===== src/rtl/sram_ctrl_pkg.sv =====
package sram_ctrl_pkg;

   typedef enum logic [2:0] {
      ST_IDLE,
      ST_READ,
      ST_WSETUP,
      ST_WPULSE,
      ST_WRECOV
   } sram_state_e;

   // nanoseconds to whole clock cycles, rounded up, never below one
   function automatic int ns_to_cyc(input int ns, input int clk_ns);
      int c;
      c = (ns + clk_ns - 1) / clk_ns;
      return (c < 1) ? 1 : c;
   endfunction

   function automatic int max3(input int a, input int b, input int c);
      int m;
      m = (a > b) ? a : b;
      return (m > c) ? m : c;
   endfunction

endpackage


===== src/rtl/sram_interval_timer.sv =====
module sram_interval_timer #(
   parameter int CNT_W = 4
) (
   input  logic             clk,
   input  logic             rst,
   input  logic             load,
   input  logic [CNT_W-1:0] load_val,
   output logic             expired
);

   logic [CNT_W-1:0] cnt_q;

   always_ff @(posedge clk) begin
      if (rst) begin
         cnt_q <= '0;
      end else if (load) begin
         cnt_q <= load_val;
      end else if (cnt_q != '0) begin
         cnt_q <= cnt_q - 1'b1;
      end
   end

   assign expired = (cnt_q == '0);

endmodule


===== src/rtl/sram_cycle_fsm.sv =====
module sram_cycle_fsm
   import sram_ctrl_pkg::*;
#(
   parameter int N_RD  = 7,
   parameter int N_TA  = 3,
   parameter int N_WP  = 6,
   parameter int N_REC = 1,
   parameter int CNT_W = 3
) (
   input  logic             clk,
   input  logic             rst,
   input  logic             req_valid,
   input  logic             req_write,
   input  logic             expired,
   output logic             load,
   output logic [CNT_W-1:0] load_val,
   output logic             accept,
   output logic             capture,
   output logic             req_ready,
   output logic             ce_n,
   output logic             oe_n,
   output logic             we_n,
   output logic             dq_oe
);

   localparam logic [CNT_W-1:0] LD_RD  = CNT_W'(N_RD - 1);
   localparam logic [CNT_W-1:0] LD_TA  = CNT_W'(N_TA - 1);
   localparam logic [CNT_W-1:0] LD_WP  = CNT_W'(N_WP - 1);
   localparam logic [CNT_W-1:0] LD_REC = CNT_W'(N_REC - 1);

   sram_state_e state_q, state_d;

   always_ff @(posedge clk) begin
      if (rst) state_q <= ST_IDLE;
      else     state_q <= state_d;
   end

   always_comb begin
      state_d  = state_q;
      load     = 1'b0;
      load_val = '0;
      accept   = 1'b0;
      capture  = 1'b0;
      unique case (state_q)
         ST_IDLE: begin
            if (req_valid) begin
               accept = 1'b1;
               load   = 1'b1;
               if (req_write) begin
                  state_d  = ST_WSETUP;
                  load_val = LD_TA;
               end else begin
                  state_d  = ST_READ;
                  load_val = LD_RD;
               end
            end
         end
         ST_READ: begin
            if (expired) begin
               capture = 1'b1;
               state_d = ST_IDLE;
            end
         end
         ST_WSETUP: begin
            if (expired) begin
               state_d  = ST_WPULSE;
               load     = 1'b1;
               load_val = LD_WP;
            end
         end
         ST_WPULSE: begin
            if (expired) begin
               state_d  = ST_WRECOV;
               load     = 1'b1;
               load_val = LD_REC;
            end
         end
         ST_WRECOV: begin
            if (expired) state_d = ST_IDLE;
         end
         default: state_d = ST_IDLE;
      endcase
   end

   // strobes decode from the state register only
   always_comb begin
      req_ready = (state_q == ST_IDLE);
      ce_n      = (state_q == ST_IDLE);
      oe_n      = (state_q != ST_READ);
      we_n      = (state_q != ST_WPULSE);
      dq_oe     = (state_q == ST_WPULSE) || (state_q == ST_WRECOV);
   end

endmodule


===== src/rtl/sram_bus_regs.sv =====
module sram_bus_regs #(
   parameter int ADDR_W = 15,
   parameter int DATA_W = 8
) (
   input  logic              clk,
   input  logic              rst,
   input  logic              accept,
   input  logic              capture,
   input  logic [ADDR_W-1:0] req_addr,
   input  logic [DATA_W-1:0] req_wdata,
   input  logic [DATA_W-1:0] dq_in,
   output logic [ADDR_W-1:0] sram_addr,
   output logic [DATA_W-1:0] dq_out,
   output logic              rsp_valid,
   output logic [DATA_W-1:0] rsp_rdata
);

   always_ff @(posedge clk) begin
      if (rst) begin
         sram_addr <= '0;
         dq_out    <= '0;
      end else if (accept) begin
         sram_addr <= req_addr;
         dq_out    <= req_wdata;
      end
   end

   always_ff @(posedge clk) begin
      if (rst) begin
         rsp_valid <= 1'b0;
         rsp_rdata <= '0;
      end else begin
         rsp_valid <= capture;
         if (capture) rsp_rdata <= dq_in;
      end
   end

endmodule


===== src/rtl/sram_cycle_ctrl.sv =====
module sram_cycle_ctrl
   import sram_ctrl_pkg::*;
#(
   parameter int CLK_PERIOD_NS  = 10,
   parameter int SPEED_GRADE_NS = 70,
   parameter int ADDR_W         = 15,
   parameter int DATA_W         = 8
) (
   input  logic              clk,
   input  logic              rst,
   input  logic              req_valid,
   output logic              req_ready,
   input  logic              req_write,
   input  logic [ADDR_W-1:0] req_addr,
   input  logic [DATA_W-1:0] req_wdata,
   output logic              rsp_valid,
   output logic [DATA_W-1:0] rsp_rdata,
   output logic              sram_ce_n,
   output logic              sram_oe_n,
   output logic              sram_we_n,
   output logic [ADDR_W-1:0] sram_addr,
   output logic [DATA_W-1:0] dq_out,
   output logic              dq_oe,
   input  logic [DATA_W-1:0] dq_in
);

   localparam bit G70 = (SPEED_GRADE_NS == 70);

   // grade figures in ns
   localparam int T_RC  = G70 ? 70 : 100;
   localparam int T_OE  = G70 ? 40 : 50;
   localparam int T_WC  = G70 ? 70 : 100;
   localparam int T_CW  = G70 ? 65 : 90;
   localparam int T_WP  = G70 ? 55 : 75;
   localparam int T_DW  = G70 ? 35 : 40;
   localparam int T_WR  = 5;
   localparam int T_OHZ = G70 ? 30 : 35;

   // cycle counts
   localparam int N_RD  = max3(ns_to_cyc(T_RC, CLK_PERIOD_NS),
                               ns_to_cyc(T_OE, CLK_PERIOD_NS), 1);
   localparam int N_TA  = ns_to_cyc(T_OHZ, CLK_PERIOD_NS);
   localparam int N_WP  = max3(ns_to_cyc(T_WP, CLK_PERIOD_NS),
                               ns_to_cyc(T_DW, CLK_PERIOD_NS),
                               ns_to_cyc(T_CW, CLK_PERIOD_NS) - N_TA);
   localparam int N_REC = max3(ns_to_cyc(T_WR, CLK_PERIOD_NS),
                               ns_to_cyc(T_WC, CLK_PERIOD_NS) - N_TA - N_WP, 1);
   localparam int N_MAX = max3(max3(N_RD, N_TA, N_WP), N_REC, 2);
   localparam int CNT_W = $clog2(N_MAX);

   generate
      if (SPEED_GRADE_NS != 70 && SPEED_GRADE_NS != 100) begin : g_bad_grade
         $error("SPEED_GRADE_NS must be 70 or 100");
      end
      if (CLK_PERIOD_NS < 1) begin : g_bad_clk
         $error("CLK_PERIOD_NS must be positive");
      end
      if (ADDR_W < 1 || DATA_W < 1) begin : g_bad_width
         $error("ADDR_W and DATA_W must be positive");
      end
   endgenerate

   logic             load;
   logic [CNT_W-1:0] load_val;
   logic             expired;
   logic             accept;
   logic             capture;

   sram_interval_timer #(.CNT_W(CNT_W)) i_timer (
      .clk      (clk),
      .rst      (rst),
      .load     (load),
      .load_val (load_val),
      .expired  (expired)
   );

   sram_cycle_fsm #(
      .N_RD  (N_RD),
      .N_TA  (N_TA),
      .N_WP  (N_WP),
      .N_REC (N_REC),
      .CNT_W (CNT_W)
   ) i_fsm (
      .clk       (clk),
      .rst       (rst),
      .req_valid (req_valid),
      .req_write (req_write),
      .expired   (expired),
      .load      (load),
      .load_val  (load_val),
      .accept    (accept),
      .capture   (capture),
      .req_ready (req_ready),
      .ce_n      (sram_ce_n),
      .oe_n      (sram_oe_n),
      .we_n      (sram_we_n),
      .dq_oe     (dq_oe)
   );

   sram_bus_regs #(.ADDR_W(ADDR_W), .DATA_W(DATA_W)) i_regs (
      .clk       (clk),
      .rst       (rst),
      .accept    (accept),
      .capture   (capture),
      .req_addr  (req_addr),
      .req_wdata (req_wdata),
      .dq_in     (dq_in),
      .sram_addr (sram_addr),
      .dq_out    (dq_out),
      .rsp_valid (rsp_valid),
      .rsp_rdata (rsp_rdata)
   );

endmodule


===== config.mk =====
export PLATFORM = sky130hd
export DESIGN_NAME = sram_cycle_ctrl
export DESIGN_NICKNAME = d
export VERILOG_FILES = /design/src/rtl/sram_ctrl_pkg.sv /design/src/rtl/sram_interval_timer.sv /design/src/rtl/sram_cycle_fsm.sv /design/src/rtl/sram_bus_regs.sv /design/src/rtl/sram_cycle_ctrl.sv
export SDC_FILE = /design/constraint.sdc
export NUM_CORES = 1
export LEC_CHECK = 0
export BUFFER_PORTS_ARGS = -buffer_cell sky130_fd_sc_hd__clkbuf_2
export CAP_MARGIN = 20
export CORE_MARGIN = 2
export CORE_UTILIZATION = 45
export DETAILED_ROUTE_END_ITERATION = 12
export PLACE_DENSITY = 0.88
export SLEW_MARGIN = 10
export SYNTH_ARGS = -nofsm -noshare
export SYNTH_HDL_FRONTEND = slang
export SYNTH_HIERARCHICAL = 1
export SYNTH_SLANG_ARGS = --single-unit

===== constraint.sdc =====
create_clock -name clk -period 2.24 [get_ports clk]
set_clock_uncertainty 0.05 [all_clocks]
set_input_delay 0.336 -clock clk [delete_from_list [all_inputs] [get_ports clk]]
set_output_delay 0.336 -clock clk [all_outputs]
set_load 0.005 [all_outputs]

Yosys cells after proc, flatten, opt, wreduce, memory -nomap -nowiden
Cells that the tools add are included.
{ "op_classes": {"n_mux": 17, "addsub": 1, "reduce_logical": 8, "n_eq_ne": 10} }
{ "ops": {"columns": ["cell", "n"], "rows": [
  ["two-way mux 3 bit", 9],
  ["case mux 3 bit (4 select lines)", 1],
  ["equality test 3 x 2 -> 1 bit, second input constant", 2],
  ["zero test 3 bit", 2],
  ["!= test 2 bit, second input constant", 3],
  ["case mux 3 bit (2 select lines)", 1],
  ["two-way mux 1 bit", 4],
  ["AND reduction 4 bit", 1],
  ["OR reduction 2 bit", 2],
  ["equality test 3 x 1 -> 1 bit, second input constant", 1],
  ["equality test 3 bit, second input constant", 1],
  ["!= test 3 x 1 -> 1 bit, second input constant", 1],
  ["!= test 3 x 2 -> 1 bit, second input constant", 1],
  ["nonzero test 3 bit", 1],
  ["subtractor 3 x 1 -> 3 bit, second input constant", 1],
  ["two-way mux 2 bit", 1],
  ["!= test 2 x 1 -> 1 bit, second input constant", 1],
  ["case mux 1 bit (2 select lines)", 1],
  ["nonzero test 2 bit", 1],
  ["logical OR 1 bit", 1]
]} }
{ "totals": {"regBits": 38, "elab_cells": 42, "inputBits": 35} }

Longest topological paths before layout
Gate-level depths: netlist (run 1).
{ "logic_depth": {"depth_word": 4, "depth_mapped": 9, "ltp_nobuf": 9} }

By module
The synthesis (run 1) kept the hierarchy.
{ "modules_own_cells": {"columns": ["module", "n_inst", "cells_per_inst", "area_each_um2"], "rows": [
  ["sram_bus_regs", 1, 102, 1144.8],
  ["sram_cycle_fsm", 1, 38, 292.8],
  ["sram_interval_timer", 1, 22, 206.4]
]} }

Worst setup path before layout (run 1)
No wires, ideal clock.
{ "synth_path": {"path_type": "reg-to-reg", "start": "register i_timer.cnt_q[0]", "end": "register i_timer.cnt_q[0]", "arrival_ns": 1.607, "n_path_buf": 0, "slack_ns": 0.471, "stages_incl_launch_ff": 9, "path_cell_list": "dfxtp_1 inv_1 ha_1 nand2b_1 inv_1 nand2_1 a21oi_1 nor2b_1 a2111oi_1"} }
{ "synth_via": {"elab_chain_cells": 4, "elab_cells_between_ends": 10, "cone_classes": "add/sub (1); mux (6); reduce/logical (3)"} }
{ "synth_lines": {"columns": ["element", "line", "rtl"], "rows": [
  ["start: declaration", "sram_interval_timer.sv:11", "logic [CNT_W-1:0] cnt_q;"],
  ["start signal: assignment", "sram_interval_timer.sv:17", "cnt_q <= load_val;"],
  ["start signal: assignment", "sram_interval_timer.sv:19", "cnt_q <= cnt_q - 1'b1;"],
  ["zero test 3 bit *", "sram_interval_timer.sv:23", "assign expired = (cnt_q == '0);"],
  ["named net expired", "sram_cycle_ctrl.sv:65", "logic expired;"],
  ["two-way mux 1 bit *", "sram_cycle_fsm.sv:65, sram_cycle_fsm.sv:72", null],
  ["case mux 1 bit (2 select lines) *", "sram_cycle_fsm.sv:44", "unique case (state_q)"],
  ["named net load", "sram_cycle_ctrl.sv:63", "logic load;"],
  ["two-way mux 3 bit / nonzero test 2 bit (equally long branches)", null, null]
]} }
The timed path passes the listed nets; every way through them passes the cells marked *. The select of a mux whose other input is x is not followed.
A chain may end at the register's enable or synchronous reset.

Final worst setup path (run 1)
{ "layout_path": {"start": "register i_timer.cnt_q[0]", "end": "register i_timer.cnt_q[1]"} }
Same word-level chain as after synthesis.

==> impl_results.md, run 1 <==
- Critical path arrival: 2170 ps
- Initial antenna violation count: 0
- Internal Power: 1.43 mW
- Hold Vio Cnt, Final: 0
- Status: complete, no violations
- Fmax: 497 MHz
- RR Startpoint: i_timer/cnt_q[0]
- Sw Ratio: 31.6%
- Cell Area, Placed: 0.00198 sq mm
- Initial core utilization: 48.1%
- Multi-input gate area: 769 sq um
- WP data required: 2400 ps
- Clock power share: 22.1%
- DIE AREA: 0.00415 sq mm
- Count of different cell masters after synthesis: 32
- Detailed Route WL: 3.17 mm
- Drt wl/cell: 11.4 um
- Synth-to-layout area growth: 25.9%
- Slowest stage delay, CP: 390 ps
- CP startpoint kind: register
- Crit-path slowest cell: a2111oi_1
- DRC viols: 0
- Die W: 64.4 um
- YS warnings: 6
- Worst-Skew Late Latency: 320 ps
- Hold Path Class: primary input to register
- Vias: 1,318
- Pwr Total: 2.10 mW
- Hold bufs inserted after CTS: 0
- Clock sink count: 38
- Number of cells upsized or downsized after cts: 0
- Post-synthesis sequential area ratio: 46.3%
- Largest net degree at the start of global routing: 39
- Layout fillers: 339
- CTS H-tree lvls: 2
- Fin Setup TNS: 0 ps
- Final setup violation count: 0
- CTS tree: built
- Critical path capture point type: register
- RSZ-0062 raised after global routing: no
- Syn_nets: 199
- Worst Reg-to-Reg Cells: 8
- Tmin final: 2010 ps
- Setup Crit Path Kind: register to register
- Final cell count without fillers: 278
- Number of synthesized register bits: 38
- Synth Flop Type: dfxtp_1
- Syn Area/Cell: 10.1 sq um
- Design Area, Final: 0.00207 sq mm
- Async set-reset flop share out of synthesis: 0%
- IO Port Bufs: 71
- Leakage: 0.984 nW
- Root buffer cell: clkbuf_4
- Final Max Tran Viols: 0
- Drt first pass iters: 4
- Diodes inserted: 0
- Worst-Margin Slew: 804 ps
- I/O pin cnt: 72
- Post-CTS setup buffer count: 0
- P per Cell Area: 1010 mW/mm^2
- # rows: 21
- Hold path startpoint: dq_in[5]
- ANT nets after route: 0
- Clk slew on worst S/H paths: 100 ps
- Cell Area, Synth: 0.00164 sq mm
- Synth Instances: 162
- Hold Path Cell Cnt: 3
- DR iter-0 viols: 89
- Post-synth EDFFs: 0
- Gr ovfl total: 0
- Core Region: 0.00342 sq mm
- Register share of total power: 42.1%
- Cell mode on critical path: inv_1
- First-pass GRT wire length: 5.10 mm
- Combinational share of power: 35.8%
- Fin crit share: 89.8%
- DP HPWL: 2.34 mm
- DR vias/cell: 4.74
- Vias in the first global route: 1,189
- Final estimated routing congestion in global placement: 0.820
- Crit path launch: i_timer/cnt_q[0]
- Critical-path cell list: inv_1 > ha_1 > nand2b_1 > inv_1 > nand2_1 > a21oi_2 > nor2b_1 > a2111oi_1
- Max FO, Critical Path: 8
- Number of max-cap violations: 0
- CTS buffer count: 5
- Nets: 269
- Net Switching: 0.663 mW
- Worst IR Drop VDD: 0.503 mV
- Sequential cell area: 761 sq um
- Gr usage total: 15.8%
- Clock tree buffer depth: 2
- Share of cells above drive strength 1: 37.5%
- Rel. slew slack: 46.4%
- Die H: 64.4 um
- Placed insts: 271
- Fin util: 60.6%
worst max-delay path, delay by kind of cell (launching register included):
kind | cells | cell delay (ps)
AND/OR/NAND/NOR | 3 | 330
adder cells (fa/ha/maj) | 1 | 190
buffers and inverters | 2 | 260
flip-flops | 1 | 340
AO/OA/AOI/OAI | 2 | 720
placed cells by master (no fill, tap or decap), drive strengths merged:
| cell | n |
|---|---|
| nor2 | 32 |
| nand2 | 7 |
| and3 | 1 |
| and2 | 1 |
| nor3b | 1 |
| bufinv | 1 |
| nor2b | 7 |
| or4b | 1 |
| dfxtp | 38 |
| nor4b | 2 |
| nand2b | 2 |
| nand3 | 1 |
| clkbuf | 77 |
| nor3 | 5 |
| a21oi | 2 |
| a2111oi | 3 |
| ha | 2 |
| or3b | 1 |
| o21ai | 2 |
| inv | 6 |
| buf | 3 |
| or2b | 1 |
| a311oi | 1 |
| o21a | 2 |
| o311ai | 1 |
| mux2i | 31 |
| a211oi | 1 |
worst paths after layout:
check                                      endpoint  slack (ps)
worst max-delay path               i_timer/cnt_q[1]         230
worst min-delay path            i_regs/rsp_rdata[5]         190
worst max register to register     i_timer/cnt_q[1]         230
worst min register to register  i_regs/rsp_rdata[5]         450
per-stage QoR:
step	hold slack (ps)	setup slack, ps
after floorplan	354	471
after global placement	422	284
after detailed placement	434	83.1
after CTS	176	87.2
after global routing	175	28.8
final	192	228
flip-flops by register name, indices dropped and copies added, names as in the netlist:
name and cells:
i_regs/rsp_rdata 8, i_regs/rsp_valid 1, i_fsm/state_q 3, i_regs/dq_out 8, i_regs/sram_addr 15, i_timer/cnt_q 3
routing by layer:
metal / global-route usage, % / vias to the layer above / wire length (um) / part of all wire, %
li1: - / 683 / - / -
met1: 19.8 / 586 / 1410 / 44
met2: 25.4 / 47 / 1500 / 47
met3: 4.86 / 2 / 229 / 7.2
met4: 6.38 / 0 / 27 / 0.85
met5: 0 / - / 0 / 0
power by group through the flow:
stage / combinational [mW] / clock [mW] / sequential [mW]
finish: 0.750 / 0.463 / 0.883
global route: 0.839 / 0.512 / 0.899
CTS: 0.753 / 0.484 / 0.884
global placement: 0.731 / 0 / 0.891
detailed placement: 0.752 / 0 / 0.898
floorplan: 0.619 / 0 / 0.874
cell usage after synthesis (all sizes together) (2+ instances only):
master	instances	share of area, %
nand2	7	1.6
a2111oi	3	2.9
nor3	5	1.5
o21ai	2	0.61
nor2b	7	2.7
mux2i	31	19
ha	2	1.5
nand2b	2	1.2
a21oi	2	0.61
clkbuf	2	0.46
inv	6	1.4
buf	9	5.6
nor4b	2	1.1
o21a	2	1.4
nor2	32	7.3
dfxtp	38	46
layout make-up:
class / count / area share [%]
clock buffer: 6 / 2.48
clock inverter: 1 / 1.45
inverter: 6 / 1.09
multi-input combinational: 107 / 37.2
sequential: 38 / 36.8
tap: 46 / 2.78
timing repair buffer: 74 / 18.3
cells by family after synthesis:
logic type | after synthesis | synth area share, %
AO/OA/AOI/OAI | 12 | 7.38
multiplexers | 31 | 18.9
flip-flops | 38 | 46.3
AND/OR/NAND/NOR | 62 | 18.5
adder cells (fa/ha/maj) | 2 | 1.52
buffers and inverters | 17 | 7.46
Power figures use the tool's default switching activity.
==> run 2, diff against run 1 <==
--- a/config.mk
+++ b/config.mk
@@ -5,11 +5,11 @@
 export SDC_FILE = /design/constraint.sdc
 export NUM_CORES = 1
 export LEC_CHECK = 0
-export BUFFER_PORTS_ARGS = -buffer_cell sky130_fd_sc_hd__clkbuf_2
 export CAP_MARGIN = 20
 export CORE_MARGIN = 2
-export CORE_UTILIZATION = 45
+export CORE_UTILIZATION = 61
 export DETAILED_ROUTE_END_ITERATION = 12
+export DONT_BUFFER_PORTS = 1
 export PLACE_DENSITY = 0.88
 export SLEW_MARGIN = 10
 export SYNTH_ARGS = -nofsm -noshare
==> run 2 against run 1 <==
Routed wire length down 8.3%; clock power shrank 21%; cell area fell by 17%; power fell by 9.9%; highest routed layer unchanged.
==> impl_results.md, run 2 (synthesized netlist as in run 1, its figures left out) <==
- Gr ovfl total: 0 (unchanged)
- Pwr Total: 1.89 mW (was 2.10 mW)
- Final estimated routing congestion in global placement: 0.813 (was 0.820)
- DP HPWL: 2.03 mm (was 2.34 mm)
- DIE AREA: 0.00313 sq mm (was 0.00415 sq mm)
- P per Cell Area: 1100 mW/mm^2 (was 1010 mW/mm^2)
- Cell Area, Placed: 0.00159 sq mm (was 0.00198 sq mm)
- Hold Vio Cnt, Final: 0 (unchanged)
- Root buffer cell: clkbuf_4 (unchanged)
- I/O pin cnt: 72 (unchanged)
- Biggest regs: i_regs/sram_addr (15), i_regs/dq_out (8), i_regs/rsp_rdata (8) (unchanged)
- Pre-CTS setup slack: 105 ps (was 83.1 ps)
- Worst IR Drop VDD: 0.752 mV (was 0.503 mV)
- DR iter-0 viols: 32 (was 89)
- RSZ-0062 raised after global routing: no (unchanged)
- Hold Path Class: primary input to register (unchanged)
- Multi-input gate area: 769 sq um (unchanged)
- Largest net degree at the start of global routing: 37 (was 39)
- Gr usage total: 18.9% (was 15.8%)
- Fmax: 488 MHz (was 497 MHz)
- Clk slew on worst S/H paths: 110 ps (was 100 ps)
- # rows: 18 (was 21)
- Drt first pass iters: 4 (unchanged)
- WP data required: 2410 ps (was 2400 ps)
- Final cell count without fillers: 194 (was 278)
- Critical path capture point type: register (unchanged)
- Fin Setup TNS: 0 ps (unchanged)
- Setup WS post-layout: 193 ps (was 228 ps)
- Final Max Tran Viols: 0 (unchanged)
- Core Region: 0.00252 sq mm (was 0.00342 sq mm)
- Drt wl/cell: 15.0 um (was 11.4 um)
- Design Area, Final: 0.00171 sq mm (was 0.00207 sq mm)
- Die W: 55.9 um (was 64.4 um)
- DRC viols: 0 (unchanged)
- Worst-Skew Late Latency: 330 ps (was 320 ps)
- Vias: 1,127 (was 1,318)
- Most frequent cells in the layout: dfxtp_1, nor2_1, mux2i_1 (was clkbuf_2, dfxtp_1, nor2_1)
- WHS: 106 ps (was 192 ps)
- Post-CTS setup buffer count: 0 (unchanged)
- Die H: 55.9 um (was 64.4 um)
- Max reg flops: 15 (unchanged)
- Biggest register: i_regs/sram_addr (unchanged)
- Clock tree buffer depth: 2 (unchanged)
- Diodes inserted: 0 (unchanged)
- Rel. slew slack: 65.1% (was 46.4%)
- CTS H-tree lvls: 2 (unchanged)
- Final setup violation count: 0 (unchanged)
- Leakage: 0.678 nW (was 0.984 nW)
- Synth-to-layout area growth: 4.11% (was 25.9%)
- Share of cells above drive strength 1: 9.76% (was 37.5%)
- Fin crit share: 91.4% (was 89.8%)
- Commonest non-fill, non-tap cell in the layout: dfxtp_1 (was clkbuf_2)
- Sequential cell area: 761 sq um (unchanged)
- Vias in the first global route: 1,092 (was 1,189)
- Nets: 200 (was 269)
- Clock sink count: 38 (unchanged)
- Status: complete, no violations (unchanged)
- Worst-Margin Slew: 523 ps (was 804 ps)
- Tmin final: 2050 ps (was 2010 ps)
- Fin util: 67.9% (was 60.6%)
- Layout fillers: 175 (was 339)
- Setup Crit Path Kind: register to register (unchanged)
- IO Port Bufs: 0 (was 71)
- CP startpoint kind: register (unchanged)
- Detailed Route WL: 2.91 mm (was 3.17 mm)
- Placed insts: 182 (was 271)
- CTS tree: built (unchanged)
- Critical path arrival: 2220 ps (was 2170 ps)
- DR vias/cell: 5.81 (was 4.74)
- ANT nets after route: 0 (unchanged)
- Initial core utilization: 65.2% (was 48.1%)
- CTS buffer count: 5 (unchanged)
- Number of max-cap violations: 0 (unchanged)
- Max FO, Critical Path: 8 (unchanged)
- Initial antenna violation count: 0 (unchanged)
- First-pass GRT wire length: 4.60 mm (was 5.10 mm)
[run 2: cell count changes in the layout (fill, tap and decap cells not counted), sizes merged]
cell | before | now
clkinvlp | 0 | 1
buf | 3 | 2
dlygate4sd3 | 0 | 3
clkinv | 0 | 1
bufinv | 1 | 0
clkbuf | 77 | 6
[run 2: final timing paths]
path | start | cells past startpoint | slack (ps) | end
worst max-delay path | i_timer/cnt_q[0] | 8 | 190 | i_timer/cnt_q[0]
worst max register to register | i_timer/cnt_q[0] | 8 | 190 | i_timer/cnt_q[0]
worst min-delay path | req_addr[6] | 2 | 110 | i_regs/sram_addr[6]
worst min register to register | i_regs/sram_addr[7] | 2 | 480 | i_regs/sram_addr[7]
[run 2: layer usage]
layer	track usage, %	share of wire, %	up-vias
met2	32.8	51	57
met3	6.98	8.3	5
met4	8.50	1.4	0
met5	0	0	-
li1	-	-	546
met1	20.5	39	519
[run 2: power by group]
part	internal, mW	switching (mW)
Combinational	0.294	0.320
Sequential	0.795	0.115
Clock	0.151	0.215
Total	1.24	0.651
[run 2: repair_timing]
| action | in CTS | in global routing |
|---|---|---|
| hold buffers | 3 | 1 |
| setup endpoints to repair | 0 | 2 |
| resized for setup | 0 | 1 |
| endpoints found under the hold margin | 3 | 33 |
[run 2: final cells by class]
class,instances,share of cell area (%)
repair buffers,5,3.36
inverters,6,1.32
flip-flops and latches,38,44.4
multi-input cells,107,45.0
clock inverters,2,0.731
clock buffers,6,3.00
well taps,30,2.19
[run 2: critical path, cell delays in order (launching register included)]
cell,delay (ps)
dfxtp_1,340
inv_1,90
ha_1,220
nand2b_1,120
inv_1,170
nand2_1,140
a21oi_2,330
nor2b_1,90
a2111oi_1,380
==> run 3, diff against run 2 <==
--- a/config.mk
+++ b/config.mk
@@ -10,7 +10,7 @@
 export CORE_UTILIZATION = 61
 export DETAILED_ROUTE_END_ITERATION = 12
 export DONT_BUFFER_PORTS = 1
-export PLACE_DENSITY = 0.88
+export PLACE_DENSITY_LB_ADDON = 0.08
 export SLEW_MARGIN = 10
 export SYNTH_ARGS = -nofsm -noshare
 export SYNTH_HDL_FRONTEND = slang
==> run 3 against run 2 <==
Flip-flop and latch count did not move; highest routed layer unchanged; critical path type unchanged; setup slack got worse by 9.4 ps; critical path depth did not move; largest power group unchanged; combinational power rose by 2%; routed wire length rose by 4.7%; first-iteration DRC count rose by 9.4%.
==> impl_results.md, run 3 (synthesized netlist as in run 1, its figures left out) <==
- Setup Crit Path Kind: register to register (unchanged)
- CTS tree: built (unchanged)
- Biggest regs: i_regs/sram_addr (15), i_regs/dq_out (8), i_regs/rsp_rdata (8) (unchanged)
- Fin Setup TNS: 0 ps (unchanged)
- Fmax: 486 MHz (was 488 MHz)
- DR iter-0 viols: 35 (was 32)
- Post-CTS setup buffer count: 0 (unchanged)
- Design Area, Final: 0.00170 sq mm (was 0.00171 sq mm)
- Synth-to-layout area growth: 3.12% (was 4.11%)
- Die W: 55.9 um (unchanged)
- Cell Area, Placed: 0.00159 sq mm (unchanged)
- Diodes inserted: 0 (unchanged)
- ANT nets after route: 0 (unchanged)
- IO Port Bufs: 0 (unchanged)
- Critical path's top delay family: compound AO/OA/AOI/OAI gates (unchanged)
- Leakage: 0.671 nW (was 0.678 nW)
- Reg2Reg Setup Slack: 180 ps (was 190 ps)
- Worst-Margin Slew: 845 ps (was 523 ps)
- Tmin final: 2060 ps (was 2050 ps)
- DP HPWL: 2.09 mm (was 2.03 mm)
- Pwr Total: 1.89 mW (about the same)
- Vias: 1,098 (was 1,127)
- Crit path depth: 8 (unchanged)
- Combinational share of power: 33.0% (was 32.5%)
- Share of cells above drive strength 1: 8.59% (was 9.76%)
- Rel. slew slack: 43.5% (was 65.1%)
- CP startpoint kind: register (unchanged)
- Clock tree buffer depth: 2 (unchanged)
- Initial antenna violation count: 0 (unchanged)
- Worst-Skew Late Latency: 340 ps (was 330 ps)
- Setup crit end: i_timer/cnt_q[1] (was i_timer/cnt_q[0])
- Slowest stage delay, CP: 480 ps (was 380 ps)
- Core Region: 0.00252 sq mm (unchanged)
- Critical path arrival: 2210 ps (was 2220 ps)
- Drt wl/cell: 15.8 um (was 15.0 um)
- Nets: 199 (was 200)
- Worst Reg-to-Reg Cells: 8 (unchanged)
- Largest net degree at the start of global routing: 24 (was 37)
- Die H: 55.9 um (unchanged)
- Register share of total power: 47.9% (was 48.1%)
- DR vias/cell: 5.69 (was 5.81)
- Root buffer cell: clkbuf_4 (unchanged)
- CTS H-tree lvls: 2 (unchanged)
- WP buf/inv: 2 (unchanged)
- Gr usage total: 20.7% (was 18.9%)
- Clock power share: 19.1% (was 19.4%)
- Biggest register: i_regs/sram_addr (unchanged)
- Crit path launch: i_timer/cnt_q[0] (unchanged)
- Final setup violation count: 0 (unchanged)
- Internal Power: 1.24 mW (about the same)
- Detailed Route WL: 3.04 mm (was 2.91 mm)
- P per Cell Area: 1120 mW/mm^2 (was 1100 mW/mm^2)
- Cell mode on critical path: inv_1 (unchanged)
- Status: complete, no violations (unchanged)
- DRC viols: 0 (unchanged)
- Number of max-cap violations: 0 (unchanged)
- Worst IR Drop VDD: 0.797 mV (was 0.752 mV)
- Final estimated routing congestion in global placement: 0.723 (was 0.813)
- Crit-path slowest cell: a2111oi_1 (unchanged)
- Max reg flops: 15 (unchanged)
- CTS buffer count: 5 (unchanged)
- Clock sink count: 38 (unchanged)
- Commonest non-fill, non-tap cell in the layout: dfxtp_1 (unchanged)
- Clk slew on worst S/H paths: 110 ps (about the same)
- DIE AREA: 0.00313 sq mm (unchanged)
- Hold Path Cell Cnt: 1 (was 2)
- Critical R2R Capture: i_timer/cnt_q[1] (was i_timer/cnt_q[0])
- I/O pin cnt: 72 (unchanged)
- Final Max Tran Viols: 0 (unchanged)
- Vias in the first global route: 1,112 (was 1,092)
- Sw Ratio: 34.2% (was 34.4%)
- RR Startpoint: i_timer/cnt_q[0] (unchanged)
- First-pass GRT wire length: 5.01 mm (was 4.60 mm)
- RSZ-0062 raised after global routing: no (unchanged)
- Critical-path cell list: inv_1 > ha_1 > nand2b_1 > inv_1 > nand2_1 > a21oi_4 > nor2b_1 > a2111oi_1 (was inv_1 > ha_1 > nand2b_1 > inv_1 > nand2_1 > a21oi_2 > nor2b_1 > a2111oi_1)
- Hold Path Class: primary input to register (unchanged)
- Critical path capture point type: register (unchanged)
- WP data required: 2390 ps (was 2410 ps)
- Max FO, Critical Path: 8 (unchanged)
- # rows: 18 (unchanged)
- Drt first pass iters: 4 (unchanged)
- Most frequent cells in the layout: dfxtp_1, nor2_1, mux2i_1 (unchanged)
- Fin crit share: 91.8% (was 91.4%)
- Hold Vio Cnt, Final: 0 (unchanged)
- Initial core utilization: 65.2% (unchanged)
- Net Switching: 0.647 mW (was 0.651 mW)
- Gr ovfl total: 0 (unchanged)
## run 3: changes by cell type in the layout (fill, tap and decap cells not counted)
cell,before,now
a21oi_2,1,0
a21oi_4,0,1
clkbuf_1,0,1
clkinvlp_4,1,0
buf_12,1,0
## run 3: what timing repair did
| item | 4_1_cts | 5_1_grt |
|---|---|---|
| resized for setup | 1 | 1 |
| setup endpoints to repair | 1 | 1 |
| endpoints found under the hold margin | 20 | 11 |
| pin swaps | 0 | 0 |
| hold buffers | 2 | 1 |
## run 3: final cells by class
type | instances | area, sq um
Clock buffer | 7 | 55.1
Clock inverter | 1 | 5.00
Fill cell | 222 | 827
Inverter | 6 | 22.5
Multi-Input combinational cell | 107 | 777
Sequential cell | 38 | 761
Tap cell | 30 | 37.5
Timing Repair Buffer | 4 | 37.5
## run 3: worst min path at each step
stage	start	endpoint	slack [ps]
3_3_place_gp	rst	i_timer/cnt_q[2]	360
2_1_floorplan	rst	i_timer/cnt_q[2]	350
6_report	rst	i_timer/cnt_q[1]	30
5_1_grt	rst	i_timer/cnt_q[1]	5
4_1_cts	rst	i_regs/sram_addr[2]	0.03
3_5_place_dp	rst	i_fsm/state_q[2]	360
## run 3: power groups by stage
stage	sequential [mW]	clock [mW]	combinational, mW
floorplan	0.874	0	0.619
global placement	0.918	0	0.559
detailed placement	0.921	0	0.599
CTS	0.907	0.372	0.616
global route	0.925	0.401	0.694
finish	0.906	0.361	0.624
## run 3: metrics by stage
step	utilization [%]	hold WS (ps)	setup WS (ps)	std cells
after detailed placement	63.2	363	32.9	182
after global placement	63.2	360	317	182
final	67.2	26.5	183	193
after global routing	67.2	4.64	20.4	193
after floorplan	-	354	471	162
after CTS	66.5	0.0333	121	192
## run 3: worst reg2reg max path, cell delays in order (launching register included)
cell       delay [ps]
dfxtp_1           340
inv_1              80
ha_1              190
nand2b_1          110
inv_1             170
nand2_1           160
a21oi_4           260
nor2b_1            90
a2111oi_1         480
## run 3: layer usage
metal | global-route usage [%] | vias up | share of wire [%]
li1 | - | 546 | -
met3 | 8.14 | 7 | 8.6
met2 | 32.3 | 44 | 49
met5 | 0 | - | 0
met1 | 24.7 | 501 | 41
met4 | 10.2 | 0 | 1.8
